**src/rtl/ecc1_pkg.sv**
```systemverilog
package ecc1_pkg;
  localparam int HALF_W = 12;
  localparam int CODE_W = 2 * HALF_W;
  localparam int BYTE_W = 8;
  localparam int BIT_W  = 3;
  localparam int IDX_W  = CODE_W - HALF_W - BIT_W;

  typedef enum logic [1:0] {
    ST_CLEAN = 2'b00,
    ST_FIXED = 2'b01,
    ST_CODE  = 2'b10,
    ST_BAD   = 2'b11
  } ecc_status_e;
endpackage

```
**src/rtl/ecc1_pack.sv**
```systemverilog
module ecc1_pack
  import ecc1_pkg::*;
(
  input  logic [HALF_W-1:0] half_lo,
  input  logic [HALF_W-1:0] half_hi,
  output logic [CODE_W-1:0] code
);
  // inverted so that an erased page (all ones) compares clean
  assign code = ~{half_hi, half_lo};
endmodule

```
**src/rtl/ecc1_classify.sv**
```systemverilog
module ecc1_classify
  import ecc1_pkg::*;
#(
  parameter int BLOCK_BYTES = 512
) (
  input  logic [CODE_W-1:0] calc_code,
  input  logic [CODE_W-1:0] stored_code,
  output ecc_status_e       status,
  output logic [IDX_W-1:0]  err_idx,
  output logic [BYTE_W-1:0] err_mask
);
  localparam logic [IDX_W:0] LIMIT = (IDX_W + 1)'(BLOCK_BYTES);

  logic [CODE_W-1:0] diff;
  logic [HALF_W-1:0] fold;
  logic              in_range;

  assign diff     = calc_code ^ stored_code;
  assign fold     = diff[CODE_W-1:HALF_W] ^ diff[HALF_W-1:0];
  assign err_idx  = diff[CODE_W-1:HALF_W+BIT_W];
  assign err_mask = BYTE_W'(1) << diff[HALF_W+BIT_W-1:HALF_W];
  assign in_range = {1'b0, err_idx} < LIMIT;

  always_comb begin
    if (diff == '0)
      status = ST_CLEAN;
    else if (fold == '1)
      status = in_range ? ST_FIXED : ST_BAD;
    else if ($countones(diff) == 1)
      status = ST_CODE;
    else
      status = ST_BAD;
  end
endmodule

```
**src/rtl/ecc1_fix.sv**
```systemverilog
module ecc1_fix
  import ecc1_pkg::*;
#(
  parameter int BLOCK_BYTES = 512
) (
  input  logic              clk,
  input  logic              rst_n,
  input  logic              load,
  input  logic              arm,
  input  logic [IDX_W-1:0]  idx,
  input  logic [BYTE_W-1:0] mask,
  input  logic              s_valid,
  output logic              s_ready,
  input  logic [BYTE_W-1:0] s_data,
  output logic              m_valid,
  input  logic              m_ready,
  output logic [BYTE_W-1:0] m_data
);
  localparam int CNT_W = $clog2(BLOCK_BYTES) + 1;
  localparam logic [CNT_W-1:0] CNT_MAX = CNT_W'(BLOCK_BYTES);

  logic              armed;
  logic [IDX_W-1:0]  fix_idx;
  logic [BYTE_W-1:0] fix_mask;
  logic [CNT_W-1:0]  pos;
  logic              fire;
  logic              hit;

  assign m_valid = s_valid;
  assign s_ready = m_ready;
  assign fire    = s_valid && m_ready;
  assign hit     = armed && (int'(pos) == int'(fix_idx));
  assign m_data  = hit ? (s_data ^ fix_mask) : s_data;

  always_ff @(posedge clk or negedge rst_n) begin
    if (!rst_n) begin
      armed    <= 1'b0;
      fix_idx  <= '0;
      fix_mask <= '0;
      pos      <= '0;
    end else if (load) begin
      armed    <= arm;
      fix_idx  <= idx;
      fix_mask <= mask;
      pos      <= '0;
    end else if (fire && pos != CNT_MAX) begin
      pos <= pos + 1'b1;
    end
  end
endmodule

```
**src/rtl/ecc1_corrector.sv**
```systemverilog
module ecc1_corrector
  import ecc1_pkg::*;
#(
  parameter int BLOCK_BYTES = 512
) (
  input  logic        clk,
  input  logic        rst_n,
  input  logic        code_valid,
  input  logic [11:0] calc_lo,
  input  logic [11:0] calc_hi,
  input  logic [23:0] stored_code,
  output logic        res_valid,
  output logic [1:0]  res_status,
  output logic [8:0]  res_byte,
  output logic [7:0]  res_mask,
  input  logic        s_valid,
  output logic        s_ready,
  input  logic [7:0]  s_data,
  output logic        m_valid,
  input  logic        m_ready,
  output logic [7:0]  m_data
);
  logic [CODE_W-1:0] calc_code;
  ecc_status_e       cls_status;
  logic [IDX_W-1:0]  cls_idx;
  logic [BYTE_W-1:0] cls_mask;
  logic              is_fixed;

  ecc1_pack pack_i (
    .half_lo (calc_lo),
    .half_hi (calc_hi),
    .code    (calc_code)
  );

  ecc1_classify #(.BLOCK_BYTES(BLOCK_BYTES)) cls_i (
    .calc_code   (calc_code),
    .stored_code (stored_code),
    .status      (cls_status),
    .err_idx     (cls_idx),
    .err_mask    (cls_mask)
  );

  assign is_fixed = (cls_status == ST_FIXED);

  always_ff @(posedge clk or negedge rst_n) begin
    if (!rst_n) begin
      res_valid  <= 1'b0;
      res_status <= ST_CLEAN;
      res_byte   <= '0;
      res_mask   <= '0;
    end else begin
      res_valid <= code_valid;
      if (code_valid) begin
        res_status <= cls_status;
        res_byte   <= is_fixed ? cls_idx  : '0;
        res_mask   <= is_fixed ? cls_mask : '0;
      end
    end
  end

  ecc1_fix #(.BLOCK_BYTES(BLOCK_BYTES)) fix_i (
    .clk     (clk),
    .rst_n   (rst_n),
    .load    (code_valid),
    .arm     (is_fixed),
    .idx     (cls_idx),
    .mask    (cls_mask),
    .s_valid (s_valid),
    .s_ready (s_ready),
    .s_data  (s_data),
    .m_valid (m_valid),
    .m_ready (m_ready),
    .m_data  (m_data)
  );
endmodule

```
**config.mk**
```make
export PLATFORM = sky130hd
export DESIGN_NAME = ecc1_corrector
export DESIGN_NICKNAME = d
export VERILOG_FILES = /design/src/rtl/ecc1_pkg.sv /design/src/rtl/ecc1_pack.sv /design/src/rtl/ecc1_classify.sv /design/src/rtl/ecc1_fix.sv /design/src/rtl/ecc1_corrector.sv
export SDC_FILE = /design/constraint.sdc
export NUM_CORES = 1
export LEC_CHECK = 0
export BUFFER_PORTS_ARGS = -buffer_cell sky130_fd_sc_hd__buf_4
export CORE_MARGIN = 5
export CORE_UTILIZATION = 50
export CTS_CLUSTER_DIAMETER = 40
export DETAILED_ROUTE_END_ITERATION = 12
export PLACE_DENSITY = 0.76
export SLEW_MARGIN = 0
export SYNTH_ARGS = -nofsm -noshare
export SYNTH_HDL_FRONTEND = slang
export SYNTH_HIERARCHICAL = 1
export SYNTH_SLANG_ARGS = --single-unit
```
**constraint.sdc**
```tcl
create_clock -name clk -period 1.8 [get_ports clk]
set_input_delay 0.36 -clock clk [delete_from_list [all_inputs] [get_ports clk]]
set_output_delay 0.36 -clock clk [all_outputs]
set_load 0.01 [all_outputs]
```
# [Yosys cells after proc, flatten, opt, wreduce, memory -nomap -nowiden]
# Cells that the tools add are included.
[op_classes] addsub=24 n_eq_ne=5 shift=1 n_mux=8 bitwise_logic=4 reduce_logical=5
[ops] operator="adder 32 bit" count=11
[ops] operator="equality test 32 x 2 -> 1 bit, second input constant" count=1
[ops] operator="adder 1 x 1 -> 2 bit" count=12
[ops] operator="logical NOT 24 bit" count=1
[ops] operator="NOT 24 bit" count=1
[ops] operator="bitwise XOR 24 bit" count=1
[ops] operator="two-way mux 10 bit" count=2
[ops] operator="two-way mux 8 bit" count=2
[ops] operator="equality test 12 bit, second input constant" count=1
[ops] operator="bitwise XOR 12 bit" count=1
[ops] operator="adder 10 x 1 -> 10 bit, second input constant" count=1
[ops] operator="equality test 10 bit" count=1
[ops] operator="inequality test 10 bit, second input constant" count=1
[ops] operator="two-way mux 9 bit" count=1
[ops] operator="<< shifter 1 x 3 -> 8 bit, first input constant" count=1
[ops] operator="bitwise XOR 8 bit" count=1
[ops] operator="two-way mux 2 bit" count=2
[ops] operator="logical AND 1 bit" count=3
[ops] operator="equality test 2 x 1 -> 1 bit, second input constant" count=1
[ops] operator="nonzero test 2 bit" count=1
[ops] operator="two-way mux 1 bit" count=1
[word_totals] reg_bits=48 input_bits=61 out_inout_bits=30 wordCells=55

# [Depth between registers and ports, before layout]
# Gate-level depths: netlist (run 1).
[logic_depth] depth_word=13 ltp_mapped=22 depth_no_buf=20

# [Modules after synthesis]
# Netlist (run 1), hierarchy kept.
[modules_own_cells] module="ecc1_fix" n_inst=1 cells_each=125 area_per_inst_um2=1473.9 seq_area_each_um2=700.7
[modules_own_cells] module="ecc1_classify" n_inst=1 cells_each=117 area_per_inst_um2=1146.1 seq_area_each_um2=0.0
[modules_own_cells] module="ecc1_corrector" n_inst=1 cells_each=81 area_per_inst_um2=893.4 seq_area_each_um2=500.5
[modules_own_cells] module="ecc1_pack" n_inst=1 cells_each=24 area_per_inst_um2=90.1 seq_area_each_um2=0.0

# [Worst setup path after synthesis (run 1)]
# No wires, ideal clock.
[synth_path] path_kind="in2reg" start="in calc_hi[3]" end="reg fix_i.armed" setup_time_ns=0.125 arrival_ns=4.920 required_ns=1.675 slack_ns=-3.245 stages=18 n_path_buf=2 cell_sequence="inv_1 -> xor2_1 -> inv_1 -> fa_1 -> fa_1 -> fa_1 -> fa_1 -> inv_1 -> fa_1 -> ha_1 -> fa_1 -> nor4_1 -> a41oi_2 -> nand2b_4 -> buf_6 -> buf_12 -> inv_1 -> mux2_2"
[synth_between] elab_chain_cells=12 word_cells_on_any_way=15 cone_classes="5 x add/sub; 3 x eq/ne; 3 x mux; 3 x bitwise; 1 x reduce/logical"
[synth_lines] element="start, declared" line="ecc1_corrector.sv:10" source="input logic [11:0] calc_hi,"
[synth_lines] element="NOT 24 bit *" line="ecc1_pack.sv:9" source="assign code = ~{half_hi, half_lo};"
[synth_lines] element="bitwise XOR 24 bit *" line="ecc1_classify.sv:18" source="assign diff = calc_code ^ stored_code;"
[synth_lines] element="via cls_idx[0]" line="ecc1_corrector.sv:25" source="logic [IDX_W-1:0] cls_idx;"
[synth_lines] element="adder 1 x 1 -> 2 bit (implied by the code)" line="ecc1_classify.sv:29" source="else if ($countones(diff) == 1)"
[synth_lines] element="adder 32 bit (implied by the code) (4 in a row)" line="ecc1_classify.sv:29"
[synth_lines] element="equality test 32 x 2 -> 1 bit" line="ecc1_classify.sv:29"
[synth_lines] element="two-way mux 1 bit" line="ecc1_classify.sv:29"
[synth_lines] element="two-way mux 2 bit" line="ecc1_classify.sv:27" source="else if (fold == '1)"
[synth_lines] element="two-way mux 2 bit *" line="ecc1_classify.sv:25" source="if (diff == '0)"
[synth_lines] element="via cls_status[0]" line="ecc1_corrector.sv:24" source="ecc_status_e cls_status;"
[synth_lines] element="equality test 2 x 1 -> 1 bit *" line="ecc1_corrector.sv:43" source="assign is_fixed = (cls_status == ST_FIXED);"
[synth_lines] element="via is_fixed" line="ecc1_corrector.sv:27" source="logic is_fixed;"
[synth_lines] element="end signal, assigned" line="ecc1_fix.sv:42" source="armed <= arm;"
[synth_lines] element="end, declared" line="ecc1_fix.sv:22" source="logic armed;"
# Mark *: on every way through the listed nets, which the timed path passes. The rest lies on a longest branch.
# A chain may end at the register's enable or synchronous reset.

# [Worst setup path after layout (run 1)]
[layout_path] start="in stored_code[9]" end="reg res_mask[7]"
[layout_between] elab_chain_cells=12 word_cells_on_any_way=15 cone_classes="5 x add/sub; 3 x eq/ne; 4 x mux; 2 x bitwise; 1 x reduce/logical"
[layout_lines] element="start, declared" line="ecc1_corrector.sv:11" source="input logic [23:0] stored_code,"
[layout_lines] element="bitwise XOR 24 bit *" line="ecc1_classify.sv:18"
[layout_lines] element="adder 1 x 1 -> 2 bit (implied by the code)" line="ecc1_classify.sv:29"
[layout_lines] element="adder 32 bit (implied by the code) (4 in a row)" line="ecc1_classify.sv:29"
[layout_lines] element="equality test 32 x 2 -> 1 bit" line="ecc1_classify.sv:29"
[layout_lines] element="two-way mux 1 bit" line="ecc1_classify.sv:29"
[layout_lines] element="two-way mux 2 bit" line="ecc1_classify.sv:27"
[layout_lines] element="two-way mux 2 bit *" line="ecc1_classify.sv:25"
[layout_lines] element="via cls_status[0]" line="ecc1_corrector.sv:24"
[layout_lines] element="equality test 2 x 1 -> 1 bit *" line="ecc1_corrector.sv:43"
[layout_lines] element="two-way mux 8 bit *" line="ecc1_corrector.sv:56" source="res_mask <= is_fixed ? cls_mask : '0;"
[layout_lines] element="end signal, assigned" line="ecc1_corrector.sv:56"
[layout_lines] element="end, declared" line="ecc1_corrector.sv:15" source="output logic [7:0] res_mask,"
# Marks and branches as above.

==> results of run 1 <==
-- worst paths after layout --
check,to,slack (ns)
setup / recovery,res_mask[7]$_DFFE_PN0P_,-2.80
hold / removal,fix_i/fix_idx[4]$_DFFE_PN0P_,0.07
setup reg to reg,fix_i/pos[1]$_DFFE_PN0P_,0.08
hold reg to reg,fix_i/fix_mask[5]$_DFFE_PN0P_,0.51
max in group asynchronous,fix_i/fix_idx[7]$_DFFE_PN0P_,1.33
min in group clk,res_valid$_DFF_PN0_,0.43
-- state kept, by name, indices dropped and copies added (netlist names) --
signal          count
fix_i/pos          10
res_byte            9
res_status          2
res_valid           1
res_mask            8
fix_i/armed         1
fix_i/fix_idx       9
fix_i/fix_mask      8
-- worst max-delay path, cell delays in order --
cell	delay, ns
buf_8	0.10
xnor2_4	0.16
inv_2	0.05
fa_1	0.54
inv_1	0.05
fa_1	0.47
fa_1	0.51
fa_1	0.49
inv_1	0.05
fa_1	0.43
ha_2	0.22
fa_2	0.60
nor4_4	0.04
a41oi_2	0.22
nand2b_4	0.14
buf_12	0.15
buf_12	0.13
o22ai_2	0.09
-- power groups by stage --
stage,Sequential [mW],Clock (mW),Combinational [mW]
6_report,1.17,0.795,2.76
5_1_grt,1.18,0.861,3.07
4_1_cts,1.17,0.805,2.60
3_5_place_dp,1.19,0,2.37
3_3_place_gp,1.19,0,2.18
2_1_floorplan,1.18,0,1.68
-- placed cells by master (no fill, tap or decap), drive strengths merged, types with 2 or more instances in the layout --
| cell | Yosys | layout |
|---|---|---|
| inv | 74 | 76 |
| nor3 | 5 | 5 |
| a21oi | 4 | 4 |
| mux2 | 20 | 20 |
| xnor2 | 36 | 36 |
| nand2b | 2 | 2 |
| nand4 | 13 | 13 |
| buf | 10 | 142 |
| o21ai | 4 | 4 |
| nand2 | 23 | 23 |
| nand3 | 4 | 4 |
| nor4 | 9 | 9 |
| or3 | 2 | 2 |
| ha | 9 | 9 |
| xor2 | 23 | 23 |
| clkbuf | 2 | 5 |
| dfrtp | 48 | 48 |
| nor2 | 15 | 15 |
| o22ai | 17 | 17 |
| fa | 17 | 17 |
-- per-stage QoR --
step                cells  util, %  setup slack [ns]  setup TNS (ns)  hold WS (ns)
floorplan             347        -             -3.01          -52.25        0.0644
finish                584     72.5             -2.80          -54.79        0.0662
CTS                   582     70.0             -2.81          -55.69        0.0775
global route          584     72.5             -2.89          -57.63         0.101
detailed placement    568     66.2             -3.14          -59.35         0.407
global placement      568     66.2             -2.98          -55.96         0.402
-- cell type report --
type	instances	area [µm²]
tap	99	124
inverter	75	307
multi-input combinational	212	2280
clock buffer	5	68.8
sequential	48	1200
timing repair buffer	142	1150
clock inverter	3	46.3
fill	493	1960
-- logic make-up after synthesis --
group | count (synthesis)
muxes | 21
adders and majority gates | 26
DFF | 48
AOI/OAI and AO/OA | 27
xor gates and xnor gates | 59
buffers and inverters | 87
and+or+nand+nor | 79
-- layer usage --
layer / global-route usage, % / vias up / share of wire, %
li1: - / 1370 / -
met3: 3.82 / 18 / 6.4
met1: 24.0 / 1417 / 39
met4: 5.65 / 0 / 2.3
met2: 36.0 / 112 / 52
met5: 0 / - / 0
-- repair_timing --
item                       CTS  global route
hold buffers                 0             0
buffers inserted             4             6
cloned                       2             0
setup endpoints to repair   28            29
gates resized for setup     15            38
hold endpoints to repair     0             0
pin swaps                    6            36
==> run metrics, run 1 <==
status finished with violations; failing checks negative setup slack; Synth warnings 6; DRC 0; Clock Sinks 48; Power per Cell Area 912 mW/mm²; Routed WL 9030 µm; vias per std cell around 5.0; Final Power between 4 and 5 mW; synthesized cell area 0.00360 mm²; top_reg_cell synth dfrtp_1; Clk pwr share 16.8%; net count after synthesis between 400 and 500; mux contribution to synthesized area 6.53%; RR Startpoint fix_i/pos[3]$_DFFE_PN0P_; Synth top cells by count 72 x inv_1, 48 x dfrtp_1, 28 x xnor2_1; DR vias roughly 2900; Switch Pwr 1.84 mW; Detailed Routing Iterations Pass 1 4; DP Area 0.00473 mm²; Fin Clk Skew between 0.009 and 0.01 ns; chip height 94.9 µm; Comb power frac between 50% and 60%; cell internal pwr 2.88 mW; Ant. Diodes 0; post-synthesis async set-or-reset flop share 100%; vias in the first global route between 3000 and 4000; share of layout cells above drive strength 1 49.1%; fin area approximately 0.0052 mm²; first-pass GRT wire length around 14000 µm; post-synth top area share 33.3%; sequential share of power 24.8%; Port Buffer Count 90; Avg WL per Cell 15.5 µm; WP data arrival between 4 and 5 ns; Sw Ratio 38.9%; post-synth top area cell dfrtp_1; Crit Path Category in2reg; fin crit share 255%; die area 0.00901 mm²; CTS H-tree depth 2; highest clock rate between 200 and 250 MHz; Crit Path Max Fanout 8; HP Class in2async; simple-gate share of the synthesized area 12.8%; max_cap viols 0; hpwl dp roughly 7000 µm; Worst slew margin between 60% and 70%; worst skew pair latency about 0.30 ns; routability cong. about 0.84; Worst Setup Slack, final -2.80 ns; crit path launch type input port; Layout area overhead 43.6%; clock transition at the registers of the reported paths 0.10 ns; largest net degree at the start of global routing 49; cell with the most instances after synthesis inv_1; CTS tree yes; clk root buf clkbuf_8; post-synthesis sequential area ratio about 33%; max-slew violation count 0; number of hold violations in the final report 0; Compound-Gate Fraction of Synth Area under 10%; XOR/XNOR share of the synthesized area 17.6%; Synth Area per Inst 10.4 µm²; Post-synth EDFFs 0; unrepaired setup endpoints after global routing yes; top post-synthesis cells by area dfrtp_1 33%, fa_1 9.4%, inv_1 7.5%, xnor2_1 6.8%, mux2_2 6.3%; First DRT Iteration DRCs 136; Antenna Nets Post-Route 0; clk buf depth 2; total track usage between 10% and 20%; Critical Path End Type flop; post-synthesis adder-cell area fraction 12.6%; initial antenna violation count 0; Crit. Startpoint stored_code[9]; P_leak about 2.5 nW; Final min period 4.60 ns; CP required approximately 2.0 ns; gr ovfl total 0; final setup vio count 27; Die X roughly 95 µm; Distinct cells, synth 43; Least-Margin Pin Slew 0.598 ns; nets 571; Initial Utilization roughly half; I/O Pins 91; clock buffer count from CTS 5; R2R cell count 5; FF+latch count, synth 48; Placeable Area a little over 0.007 mm²; Synth Instances 347; row cnt 31; largest family of logic cells by synthesized area XOR/XNOR gates; maximum VDD drop 1.25 mV
Power figures use the tool's default switching activity.
==> run 2: changes to the inputs <==
--- a/config.mk
+++ b/config.mk
@@ -10,7 +10,9 @@
 export CORE_UTILIZATION = 50
 export CTS_CLUSTER_DIAMETER = 40
 export DETAILED_ROUTE_END_ITERATION = 12
+export GPL_ROUTABILITY_DRIVEN = 1
 export PLACE_DENSITY = 0.76
+export REMOVE_ABC_BUFFERS = 1
 export SLEW_MARGIN = 0
 export SYNTH_ARGS = -nofsm -noshare
 export SYNTH_HDL_FRONTEND = slang
==> run 2 against run 1 <==
Effect of this change:
- critical path depth unchanged
- non-clock buffer count decreased by 3
- maximum frequency decreased by 1.1%
- the flow still finishes with violations (negative setup slack)
- clock power fell by 19%
- global-route usage is 0.44 points higher
- critical endpoint is now fix_i/armed$_DFFE_PN0P_
- total power is 4.6% higher
- die area did not move
- largest cell class unchanged
- via count decreased by 1.2%
==> run metrics, run 2 (synthesis gave the netlist of run 1 again) <==
status finished with violations; failing checks negative setup slack; highest clock rate approximately 220 MHz; chip height 94.9 µm; reg2reg end fix_i/pos[1]$_DFFE_PN0P_; Top Registers fix_i/pos (10), fix_i/fix_idx (9), res_byte (9); largest net degree at the start of global routing 66; Die X 94.9 µm; Crit Path Category in2reg; max_cap viols 0; CP required slightly below 2 ns; Worst slew margin slightly below 60%; DRC 0; Most Crowded Layer GR met2; Placeable Area between 0.007 and 0.008 mm²; most common cell after layout, fill and taps aside buf_4; max-slew violation count 0; filler instances 571; routability cong. between 0.8 and 0.9; Least-Margin Pin Slew about 0.61 ns; first-pass GRT wire length between 10000 and 15000 µm; Critical Path End Type flop; Fin Clk Skew 0.00940 ns; Hold WS 0.0548 ns; Ant. Diodes 0; Worst Setup Slack, final -2.85 ns; RR Startpoint fix_i/pos[3]$_DFFE_PN0P_; flop2flop setup slack 0.08 ns; R2R cell count 5; I/O Pins 91; DR vias 2882; row cnt 31; Clock Sinks 48; fin crit share 258%; HP Class in2async; vias per std cell between 4 and 5; Top reg by flops fix_i/pos; maximum VDD drop around 0.88 mV; CTS tree yes; Port Buffer Count 90; WP data arrival slightly below 5 ns; Power per Cell Area approximately 1000 mW/mm²; Layout area overhead 37.9%; Crit Path Max Fanout 3; worst skew pair latency 0.31 ns; Avg WL per Cell about 15 µm; hpwl dp 6870 µm; FF+latch area 0.00120 mm²; nets ~570; routing usage on met2 35.9%; clk buf depth 2; GRT met1 Usage 24.8%; grt met3 use 4.22%; number of hold violations in the final report 0; share of layout cells above drive strength 1 46.5%; total track usage around a fifth; P_leak 2.42 nW; die area 0.00901 mm²; unrepaired setup endpoints after global routing yes; footprint of the multi-input gates 0.00216 mm²; Largest register FFs 10; final cell count without fillers 581; CTS H-tree depth 2; leading cell types in the layout, fill and taps excluded 132 x buf_4, 66 x inv_1, 48 x dfrtp_1; Post-Place Cells ~570; clock buffer count from CTS 5; Routed WL 8870 µm; clk root buf clkbuf_8; clock transition at the registers of the reported paths about 0.090 ns; Initial Utilization 50.5%; Detailed Routing Iterations Pass 1 4; vias in the first global route 3009; Antenna Nets Post-Route 0; Final min period around 4.6 ns; crit path launch type input port; First DRT Iteration DRCs approximately 110; final setup vio count 28; gr ovfl total 0; initial antenna violation count 0
-- run 2: cell count changes in the layout (fill, tap and decap cells not counted), sizes merged --
cell	change
clkinvlp	-1
bufinv	-1
buf	-3
clkinv	+4
inv	-2
-- run 2: cell type report --
type,count,share of cell area (%)
Clock buffer,5,1.38
Clock inverter,3,0.378
Inverter,75,5.74
Multi-Input combinational cell,212,43.6
Sequential cell,48,24.2
Tap cell,99,2.49
Timing Repair Buffer,139,22.3
-- run 2: worst max-delay path by stage --
stage / start / end / slack (ns) / depth (start not counted)
2_1_floorplan: calc_hi[3] / fix_i/armed$_DFFE_PN0P_ / -3.14 / 16
3_3_place_gp: calc_lo[5] / fix_i/armed$_DFFE_PN0P_ / -3.13 / 18
3_5_place_dp: calc_lo[5] / fix_i/armed$_DFFE_PN0P_ / -3.32 / 18
4_1_cts: stored_code[5] / fix_i/armed$_DFFE_PN0P_ / -2.81 / 17
5_1_grt: calc_hi[1] / fix_i/armed$_DFFE_PN0P_ / -2.98 / 19
6_report: calc_hi[5] / fix_i/armed$_DFFE_PN0P_ / -2.85 / 18
-- run 2: report_power, final --
part,switching [mW],internal [mW]
sequential,0.0371,1.13
combinational,1.62,1.50
clock,0.375,0.271
-- run 2: metal layers --
layer  vias up  part of all wire (%)
met2       108                    52
met1      1386                    40
met3        19                   5.8
met4         0                   2.4
met5         -                     0
li1       1369                     -
-- run 2: worst max-delay path, stage by stage --
cell and delay, ns:
buf_4 0.11, inv_2 0.08, xnor2_4 0.10, fa_1 0.52, fa_1 0.52, inv_1 0.08
fa_1 0.48, inv_1 0.05, fa_1 0.49, inv_1 0.06, fa_1 0.49, ha_2 0.19
fa_2 0.46, nor4_4 0.17, a41oi_2 0.18, nand2b_4 0.16, inv_1 0.06, mux2_2 0.26
-- run 2: what timing repair did --
action,4_1_cts,5_1_grt
setup endpoints to repair,28,29
resized for setup,19,17
hold buffers,0,0
gates cloned,1,0
pin swaps,18,7
hold endpoints to repair,0,0
setup buffers,3,2
-- run 2: through the flow --
stage	total power [mW]	TNS [ns]	setup slack (ns)	area, µm²	utilization (%)
floorplan	2.73	-56.23	-3.14	3510	-
global placement	3.40	-59.50	-3.13	4660	65.2
detailed placement	3.67	-63.27	-3.32	4660	65.2
CTS	4.49	-54.97	-2.81	4860	68.2
global route	5.32	-59.20	-2.98	4970	69.6
finish	4.94	-55.24	-2.85	4970	69.6
==> run 3: changes to the inputs <==
--- a/config.mk
+++ b/config.mk
@@ -11,10 +11,9 @@
 export CTS_CLUSTER_DIAMETER = 40
 export DETAILED_ROUTE_END_ITERATION = 12
 export GPL_ROUTABILITY_DRIVEN = 1
-export PLACE_DENSITY = 0.76
+export PLACE_DENSITY = 0.75
 export REMOVE_ABC_BUFFERS = 1
 export SLEW_MARGIN = 0
 export SYNTH_ARGS = -nofsm -noshare
 export SYNTH_HDL_FRONTEND = slang
-export SYNTH_HIERARCHICAL = 1
 export SYNTH_SLANG_ARGS = --single-unit
==> run 3 against run 2 <==
Effect of this change:
- the run still ends with negative setup slack left
- wire length increased by 6.5%
- area after synthesis is 4.7% higher
- sequential cell count is the same
- via count increased by 6.3%
- sequential share of layout area decreased by 3.2 points
- cell count grew 7.7%
- maximum frequency about the same
- register-to-register slack barely moved
- non-clock buffer count is 24 higher
- synthesized cell count grew 5.8%
- largest cell class unchanged
==> run metrics, run 3 <==
status finished with violations; failing checks negative setup slack; Placeable Area between 0.007 and 0.008 mm²; max-slew violation count 0; die area about 0.0094 mm²; Synth warnings 0; Least-Margin Pin Slew between 0.5 and 0.6 ns; Layout area overhead 51.7%; row cnt 31; fin area 0.00572 mm²; Clock Sinks 48; Port Buffer Count 90; clock transition at the registers of the reported paths 0.09 ns; Final min period 4.65 ns; RR Startpoint fix_i.pos[5]$_DFFE_PN0P_; Antenna Nets Post-Route 0; Worst path slowest cell fa_1; vias in the first global route 3206; Power per Cell Area 1020 mW/mm²; post-synth top area cell dfrtp_1; crit-path cells buf_6 -> xnor2_4 -> inv_1 -> ha_4 -> inv_2 -> fa_2 -> fa_1 -> fa_1 -> fa_1 -> inv_1 -> fa_1 -> ha_2 -> inv_2 -> fa_2 -> nand4b_1 -> nor4_2 -> a2bb2oi_1 -> o21ai_1; CTS tree yes; Post-Place Cells 600; max_cap viols 0; Initial Utilization 51.7%; leading cell types in the layout, fill and taps excluded 147 x buf_4, 68 x inv_1, 48 x dfrtp_1; hpwl dp 6990 µm; clk root buf clkbuf_8; FF+latch count, synth 48; most common cell after layout, fill and taps aside buf_4; filler instances 469; post-synthesis sequential area ratio between 30% and 40%; Clk pwr share 11.7%; maximum VDD drop 1.00 mV; Distinct cells, synth 34; number of hold violations in the final report 0; fin crit share 258%; Top Registers fix_i.pos (10), fix_i.fix_idx (9), res_byte (9); unrepaired setup endpoints after global routing yes; DP Area between 0.004 and 0.005 mm²; Top delay family on crit path adder cells; Fin Clk Skew 0.00752 ns; synthesized cell area 0.00377 mm²; initial antenna violation count 0; Hold Buf Count CTS 0; HP Class in2async; FF+latch area between 0.001 and 0.0015 mm²; nets 643; post-synthesis async set-or-reset flop share 100%; post-synth top area share a little under a third; routability cong. 0.835; total track usage between 10% and 20%; I/O Pins 91; Crit Path Category in2reg; worst skew pair latency 0.30 ns; Crit Path Max Fanout 2; Ant. Diodes 0; CP most frequent cell fa_1; Worst Setup Slack, final -2.85 ns; DR vias 3064; cell with the most instances after synthesis inv_1; footprint of the multi-input gates 0.00270 mm²; crit path launch type input port; Switch Pwr 2.34 mW; cell internal pwr 3.51 mW; Worst slew margin between 60% and 70%; Final Power 5.85 mW; Detailed Routing Iterations Pass 1 4; first-pass GRT wire length 15300 µm; Avg WL per Cell roughly 15 µm; Post-synth EDFFs 0; DRC 0; largest net degree at the start of global routing 49; CTS H-tree depth 2; top post-synthesis cells by area dfrtp_1 32%, ha_1 12%, xnor2_1 10%, fa_1 10%, inv_1 7.8%; Top reg by flops fix_i.pos; P_leak 2.87 nW; WP data arrival 4.82 ns; share of layout cells above drive strength 1 48.4%; setup TNS -5.65 ns; dpl ws -3.56 ns; vias per std cell between 4 and 5; Comb power frac about two thirds; First DRT Iteration DRCs between 100 and 150; clk buf depth 2; slowest cell delay on critical path between 0.5 and 0.6 ns; CP Buf/Inv Count 5; final setup vio count 9; CP required 1.97 ns; top_reg_cell synth dfrtp_1; Synth Instances 367; gr ovfl total 0; final cell count without fillers 626; Crit. Startpoint stored_code[16]; chip height between 90 and 100 µm; Critical Path End Type flop; sequential share of power 20.2%; Synth top cells by count 78 x inv_1, 48 x dfrtp_1, 44 x xnor2_1; Synth Area per Inst approximately 10 µm²; Largest register FFs 10; Routed WL 9450 µm; Sw Ratio 40.0%; highest clock rate 215 MHz; Die X 96.9 µm; clock buffer count from CTS 5
[run 3: final cells by class]
type | count | area share, %
repair buffers | 163 | 22.8
clock buffers | 6 | 1.44
clock inverters | 2 | 0.262
inverters | 78 | 5.16
flip-flops and latches | 48 | 21.0
multi-input cells | 230 | 47.2
well taps | 99 | 2.16
[run 3: cells by family after synthesis]
| group | count (synthesis) | synth area share [%] |
|---|---|---|
| mux | 1 | 0.265 |
| flops | 48 | 31.8 |
| simple gates | 69 | 10.4 |
| fa+ha+maj | 56 | 22.4 |
| buf+inv | 89 | 9.25 |
| compound gates | 42 | 9.29 |
| xor+xnor | 62 | 16.6 |
[run 3: repair_timing]
item | CTS | global route
setup buffers | 9 | 10
hold endpoints to repair | 0 | 0
pin swaps | 32 | 46
gates resized for setup | 57 | 40
setup endpoints to repair | 9 | 22
[run 3: path summary, 6_finish.rpt]
check	end	slack (ns)	cells past startpoint
worst max register to register	fix_i.pos[6]$_DFFE_PN0P_	0.07	5
worst min-delay path	res_byte[2]$_DFFE_PN0P_	0.05	1
min in group clk	fix_i.fix_idx[4]$_DFFE_PN0P_	0.35	2
worst min register to register	res_mask[1]$_DFFE_PN0P_	0.50	1
worst max-delay path	res_status[0]$_DFFE_PN0P_	-2.85	18
max in group asynchronous	fix_i.fix_mask[4]$_DFFE_PN0P_	1.34	1
[run 3: per-layer routing]
| metal | up-vias | share of wire [%] | global-route usage [%] |
|---|---|---|---|
| li1 | 1472 | - | - |
| met1 | 1495 | 38 | 23.6 |
| met2 | 85 | 56 | 36.7 |
| met3 | 12 | 4.5 | 2.95 |
| met4 | 0 | 1.8 | 5.83 |
| met5 | - | 0 | 0 |
[run 3: per-stage QoR]
stage	utilization [%]	hold WS, ns
after CTS	74.6	0.0663
final	78.5	0.0471
after detailed placement	67.9	0.402
after global placement	67.9	0.398
after floorplan	-	0.0644
after global routing	78.5	0.0922
[run 3: power by group through the flow]
stage / combinational (mW) / sequential [mW] / clock, mW
2_1_floorplan: 2.26 / 1.19 / 0
3_3_place_gp: 3.21 / 1.19 / 0
3_5_place_dp: 3.39 / 1.19 / 0
4_1_cts: 3.84 / 1.18 / 0.698
5_1_grt: 4.57 / 1.19 / 0.751
6_report: 3.98 / 1.18 / 0.686
